File: config.mk
export PLATFORM = sky130hd
export DESIGN_NAME = dispwr_fifo
export DESIGN_NICKNAME = d
export VERILOG_FILES = /design/src/rtl/dwf_pkg.sv /design/src/rtl/dwf_interval.sv /design/src/rtl/dwf_drain_timer.sv /design/src/rtl/dwf_fsm.sv /design/src/rtl/dispwr_fifo.sv
export SDC_FILE = /design/constraint.sdc
export NUM_CORES = 1
export LEC_CHECK = 0
export CAP_MARGIN = 5
export CORE_MARGIN = 1
export CORE_UTILIZATION = 40
export DETAILED_ROUTE_END_ITERATION = 16
export PLACE_DENSITY = 0.6
export SETUP_SLACK_MARGIN = 0.5
export SYNTH_ARGS = -nofsm -noshare
export SYNTH_HDL_FRONTEND = slang
export SYNTH_SLANG_ARGS = --single-unit
File: constraint.sdc
create_clock -name clk -period 6.1 [get_ports clk]
set_input_delay 1.83 -clock clk [delete_from_list [all_inputs] [get_ports clk]]
set_output_delay 1.83 -clock clk [all_outputs]
set_load 0.1 [all_outputs]
File: src/rtl/dwf_pkg.sv
package dwf_pkg;

    typedef enum logic [1:0] {
        ST_EMPTY   = 2'd0,
        ST_PARTIAL = 2'd1,
        ST_FULL    = 2'd2,
        ST_STALL   = 2'd3
    } dwf_state_e;

endpackage

File: src/rtl/dwf_interval.sv
module dwf_interval #(
    parameter int WIDE_IV     = 190,
    parameter int NARROW_IV   = 214,
    parameter bit VRAM_DOUBLE = 1'b1,
    parameter int IVW         = 9
) (
    input  logic           wide_mode,
    input  logic           wr_vram,
    output logic [IVW-1:0] iv
);

    logic [IVW-1:0] base_iv;

    // mode picks the base spacing between retires
    assign base_iv = wide_mode ? IVW'(WIDE_IV) : IVW'(NARROW_IV);

    generate
        if (VRAM_DOUBLE) begin : g_dbl
            // a word into byte-wide memory costs two accesses
            assign iv = wr_vram ? (base_iv << 1) : base_iv;
        end else begin : g_flat
            logic unused_vram;
            assign unused_vram = wr_vram;
            assign iv = base_iv;
        end
    endgenerate

endmodule

File: src/rtl/dwf_drain_timer.sv
module dwf_drain_timer #(
    parameter int IVW = 9
) (
    input  logic           clk,
    input  logic           rst_n,
    input  logic           mc_tick,
    input  logic           active,
    input  logic           restart,
    input  logic [IVW-1:0] iv,
    output logic           drain
);

    logic [IVW-1:0] elapsed_q;
    logic [IVW-1:0] elapsed_d;
    logic [IVW:0]   bumped;

    assign bumped = {1'b0, elapsed_q} + {{IVW{1'b0}}, 1'b1};
    assign drain  = mc_tick && active && (bumped >= {1'b0, iv});

    always_comb begin
        elapsed_d = elapsed_q;
        if (restart) begin
            elapsed_d = '0;
        end else if (mc_tick && active) begin
            if (drain) begin
                // move reference by one whole interval, keep the remainder
                elapsed_d = IVW'(bumped - {1'b0, iv});
            end else begin
                elapsed_d = bumped[IVW-1:0];
            end
        end
    end

    always_ff @(posedge clk) begin
        if (!rst_n) begin
            elapsed_q <= '0;
        end else begin
            elapsed_q <= elapsed_d;
        end
    end

endmodule

File: src/rtl/dwf_fsm.sv
module dwf_fsm
    import dwf_pkg::*;
#(
    parameter int DEPTH = 4,
    parameter int CW    = 3
) (
    input  logic clk,
    input  logic rst_n,
    input  logic wr_go,
    input  logic drain,
    output logic active,
    output logic restart,
    output logic fifo_full,
    output logic fifo_empty,
    output logic cpu_stall
);

    dwf_state_e      state_q;
    dwf_state_e      state_d;
    logic [CW-1:0]   occ_q;
    logic [CW-1:0]   occ_d;
    logic            accept;
    logic            block;

    // transition decision
    always_comb begin
        accept = 1'b0;
        block  = 1'b0;
        unique case (state_q)
            ST_EMPTY: begin
                if (wr_go) accept = 1'b1;
            end
            ST_PARTIAL: begin
                if (wr_go) accept = 1'b1;
            end
            ST_FULL: begin
                if (wr_go) begin
                    if (drain) accept = 1'b1;
                    else       block  = 1'b1;
                end
            end
            ST_STALL: begin
                // held write takes the slot freed by a retire
                if (drain) accept = 1'b1;
            end
            default: begin
                accept = 1'b0;
            end
        endcase
    end

    assign occ_d = occ_q - CW'(drain) + CW'(accept);

    always_comb begin
        if (block) begin
            state_d = ST_STALL;
        end else if (state_q == ST_STALL && !drain) begin
            state_d = ST_STALL;
        end else if (occ_d == '0) begin
            state_d = ST_EMPTY;
        end else if (occ_d == CW'(DEPTH)) begin
            state_d = ST_FULL;
        end else begin
            state_d = ST_PARTIAL;
        end
    end

    assign active  = (state_q != ST_EMPTY);
    assign restart = ((state_q == ST_EMPTY) && accept) || (occ_d == '0);

    // state register
    always_ff @(posedge clk) begin
        if (!rst_n) begin
            state_q <= ST_EMPTY;
            occ_q   <= '0;
        end else begin
            state_q <= state_d;
            occ_q   <= occ_d;
        end
    end

    // outputs
    always_comb begin
        fifo_full  = 1'b0;
        fifo_empty = 1'b0;
        cpu_stall  = 1'b0;
        unique case (state_q)
            ST_EMPTY:   fifo_empty = 1'b1;
            ST_PARTIAL: fifo_empty = 1'b0;
            ST_FULL:    fifo_full  = 1'b1;
            ST_STALL: begin
                fifo_full = 1'b1;
                cpu_stall = 1'b1;
            end
            default:    fifo_empty = 1'b0;
        endcase
    end

endmodule

File: src/rtl/dispwr_fifo.sv
module dispwr_fifo #(
    parameter int DEPTH       = 4,
    parameter int WIDE_IV     = 190,
    parameter int NARROW_IV   = 214,
    parameter bit VRAM_DOUBLE = 1'b1
) (
    input  logic clk,
    input  logic rst_n,
    input  logic wr_stb,
    input  logic wr_vram,
    input  logic wide_mode,
    input  logic vblank,
    input  logic disp_en,
    input  logic mc_tick,
    output logic fifo_full,
    output logic fifo_empty,
    output logic cpu_stall
);

    localparam int MAX_IV = (WIDE_IV > NARROW_IV) ? WIDE_IV : NARROW_IV;
    localparam int IVW    = $clog2(2 * MAX_IV + 1);
    localparam int CW     = $clog2(DEPTH + 1);

    logic           throttled;
    logic           wr_go;
    logic [IVW-1:0] iv;
    logic           drain;
    logic           active;
    logic           restart;

    // throttling only while the picture is being drawn
    assign throttled = !vblank && disp_en;
    assign wr_go     = wr_stb && throttled;

    dwf_interval #(
        .WIDE_IV    (WIDE_IV),
        .NARROW_IV  (NARROW_IV),
        .VRAM_DOUBLE(VRAM_DOUBLE),
        .IVW        (IVW)
    ) u_iv (
        .wide_mode(wide_mode),
        .wr_vram  (wr_vram),
        .iv       (iv)
    );

    dwf_drain_timer #(
        .IVW(IVW)
    ) u_tmr (
        .clk    (clk),
        .rst_n  (rst_n),
        .mc_tick(mc_tick),
        .active (active),
        .restart(restart),
        .iv     (iv),
        .drain  (drain)
    );

    dwf_fsm #(
        .DEPTH(DEPTH),
        .CW   (CW)
    ) u_fsm (
        .clk       (clk),
        .rst_n     (rst_n),
        .wr_go     (wr_go),
        .drain     (drain),
        .active    (active),
        .restart   (restart),
        .fifo_full (fifo_full),
        .fifo_empty(fifo_empty),
        .cpu_stall (cpu_stall)
    );

endmodule

==> run summary <==
The run finished with clean final reports. At the pin with the least slew margin, the transition time is 0.969 ns. The overall track demand over capacity in global routing is 17.6%.

The I/O pin total came out at 11. The max-slew violation count is 0. The global-route congestion overflow total is 0. The die extent in x is 57.9 um. The part of the power in the clock network came out at 24.6%. The area added between synthesis and finish is 17.7%. The minimum clock period came out at 5.43 ns.

The number of antenna violations at the first check in global routing came out at 0. The worst setup path category is in2reg. The share of the yosys chip area belonging to registers is 22.4%. The number of clock buffers added by TritonCTS is 3. The combinational share of power came out at 28.9%. Data on the critical path is required at its endpoint by 6.26 ns.

The tightest min-delay check is of the reg2reg type. The number of port buffers is 10. The clock root buffer master is clkbuf_4. For this run, design rule violations remaining after detail routing come to 0.

The final RePlAce weighted congestion is 0.829. After detailed routing, the average wire length per cell comes to 14.2 um. Once detail routing completed, the nets flagged for antenna violations numbered 0. The cell count after synthesis came out at 158. The die area came out at 0.00335 mm^2. The number of cells in the design after placement came out at 198. The worst reg2reg path depth is 19. The netlist area before placement came out at 0.00125 mm^2. The number of enable flip-flop cells after synthesis came out at 0. The proportion of register bits with asynchronous set or reset after synthesis is 0%.

The origin of the worst min-delay path is u_tmr.elapsed_q[5]. The number of endpoints with negative hold slack in the final report was 0. The number of global-route vias before repair came out at 1,076.

The final period utilization came out at 89.0%. In this run the power density over the cells is 140 mW/mm^2. The clock latency reported for the late side of the worst-skew pair came out at 0.27 ns.

For this run, the detailed router's first-pass iteration total came to 4. The maximum frequency from static timing analysis is 184 MHz. The number of warnings issued by yosys is 0. The net switching component of the power came out at 0.0655 mW. Setup repair after global routing left no endpoint under its margin. The worst slew margin relative to its limit came out at 35.2%. The worst setup path is launched from an input port. TritonCTS built the clock tree. In the routed layout, each cell is associated on average with a via count of 5.82. The worst hold margin is 0.561 ns. The number of sinks on the clock net came out at 14. The number of setup violations in the final report came out at 0. The number of placement rows came out at 19. The total routed wirelength came out at 2.88 mm. The power share of the sequential group is 46.5%. In this run the critical register-to-register path is captured at u_tmr.elapsed_q[3]. The element type at the critical path end is a flip-flop. Between clock sinks in the finished design, the worst skew comes to 0.00518 ns. The synthesized area divided by synthesized cell count is 7.91 um^2. In this run the worst setup path begins at wide_mode. The worst register-to-register path begins at u_tmr.elapsed_q[0].

The number of standard cells in the layout, taps in and fillers out came out at 203. The endpoint of the worst hold-timing path is u_tmr.elapsed_q[5]. Among all flip-flop cells after synthesis, the most frequent one is dfxtp_1. Counting distinct cell types in the post-synthesis netlist gives 41.

The setup slack of the most critical reg-to-reg path came out at 1.66 ns. The final-layout setup total negative slack is 0 ns. The final net count is 197. The maximum count of clock buffers along a single path came out at 2. The arrival time of the worst setup path is 5.59 ns. The synthesized netlist net count came out at 181. The max-cap violation count came out at 0. After clock tree synthesis, the clock-pin slew on the worst setup and hold paths is 0.08 ns. IR analysis of the VDD net gives a maximum drop of 92.5 uV. Along the worst path, the maximum fanout reaches 8.

The floorplan step defined a core boundary enclosing 0.00285 mm^2. The total via count after detailed routing is 1,181. The depth of the worst hold-timing path is 2.

In this run the number of H-tree levels came out at 1. The proportion of layout cells with a drive suffix above 1 is 11.6%. Entering global routing, the biggest net connects 19 pins. The wire length of the first global-routing pass came out at 4.69 mm.

The internal power component came out at 0.141 mW. The number of violations reported at the end of detailed-routing iteration 0 is 73. The post-detailed-placement half-perimeter wirelength is 2.15 mm. The flop and latch count out of synthesis came out at 14.

Once the floorplan was initialized, standard cells occupied 43.8% of the core. The die is 57.9 um tall. The leakage dissipation is 0.663 nW.

The number of antenna diodes in the final layout is 0. The final standard cell utilization of the core came out at 51.6%. The proportion of total power due to net switching is 31.8%.
how the worst max path moves through the flow:
stage / end / slack, ns / cells past startpoint
floorplan: u_tmr.elapsed_q[5] / 0.61 / 20
global placement: u_tmr.elapsed_q[2] / 0.11 / 18
detailed placement: u_tmr.elapsed_q[3] / 0.07 / 18
CTS: u_tmr.elapsed_q[3] / 0.52 / 18
global route: u_tmr.elapsed_q[3] / 0.51 / 19
finish: u_tmr.elapsed_q[3] / 0.67 / 18
power by group through the flow:
stage	combinational, mW	clock [mW]	sequential [mW]
2_1_floorplan	0.0387	0	0.0974
3_3_place_gp	0.0532	0	0.0979
3_5_place_dp	0.0534	0	0.0980
4_1_cts	0.0546	0.0520	0.0959
5_1_grt	0.0646	0.0558	0.0962
6_report	0.0595	0.0508	0.0959
placed cells by master (no fill, tap or decap), drive strengths merged, types with 2 or more instances in the layout:
master	n
nand3	17
dfxtp	14
ha	14
inv	11
nor2	10
clkdlybuf4s50	9
o21ai	9
nand2	8
xnor2	8
xor2	7
nand4	7
buf	7
a21oi	5
nor2b	4
and2	4
nor3	4
o31ai	4
and3	4
clkbuf	3
mux2i	2
or3	2
a211oi	2
critical path, stage by stage:
cell	delay [ns]
clkdlybuf4s50_1	0.48
inv_1	0.06
ha_1	0.24
ha_1	0.33
nand3_1	0.11
nor4_1	0.06
a311o_2	0.33
or2_1	0.23
nand2_1	0.09
inv_1	0.05
ha_1	0.26
inv_1	0.04
ha_1	0.20
fa_2	0.46
or3_4	0.40
and3_4	0.21
nand4_1	0.11
nand3_1	0.09
cell type report:
| cell class | instances | area [um^2] |
|---|---|---|
| fillers | 287 | 1380 |
| multi-input cells | 127 | 933 |
| flip-flops and latches | 14 | 280 |
| repair buffers | 17 | 155 |
| inverters | 11 | 41.3 |
| well taps | 31 | 38.8 |
| clock buffers | 3 | 22.5 |
per-layer routing:
metal | vias to the layer above | GRT usage [%] | routed length [um]
met3 | 2 | 1.34 | 87
met4 | 0 | 4.08 | 17
met2 | 24 | 28.4 | 1330
met5 | - | 0 | 0
li1 | 601 | - | -
met1 | 554 | 25.6 | 1440
state kept, by name (all words and copies together), names as in the netlist:
signal and flops:
u_tmr.elapsed_q 9, u_fsm.occ_q 3, u_fsm.state_q 2
through the flow:
step	power [mW]	setup slack [ns]	instance area, um^2
2_1_floorplan	0.136	0.606	1250
4_1_cts	0.202	0.515	1430
3_3_place_gp	0.151	0.107	1400
5_1_grt	0.217	0.510	1470
3_5_place_dp	0.151	0.0745	1400
6_report	0.206	0.669	1470
timing repair:
item                       in CTS  in global routing
resized for setup               2                  6
pin swaps                       0                  1
hold buffers                    0                  0
cloned                          0                  1
setup endpoints to repair       7                  7
buffers inserted                0                  1
kinds of logic (layout without fill, tap and decap cells):
kind of cell / after synthesis / count (layout) / synth area share (%)
DFF: 14 / 14 / 22.4
muxes: 3 / 3 / 2.50
buffers and inverters: 18 / 31 / 6.11
and+or+nand+nor: 64 / 65 / 26.9
xor gates and xnor gates: 15 / 15 / 10.5
adders and majority gates: 15 / 15 / 15.6
AOI/OAI and AO/OA: 29 / 29 / 15.9
synth_stat cells (2+ instances only):
library cell	instances	area [um^2]
or3_1	2	12.5
xor2_1	7	61.3
nand3_1	17	85.1
nand4_1	7	43.8
nor3_1	4	20.0
and3_1	2	12.5
nor2b_1	4	25.0
ha_1	14	175
clkbuf_1	5	18.8
nand2_1	8	30.0
a21oi_1	5	25.0
o21ai_0	8	40.0
inv_1	11	41.3
mux2i_1	2	20.0
nor2_1	10	37.5
o31ai_1	4	30.0
dfxtp_1	14	280
and2_1	4	25.0
xnor2_1	8	70.1
Power figures use the tool's default switching activity.
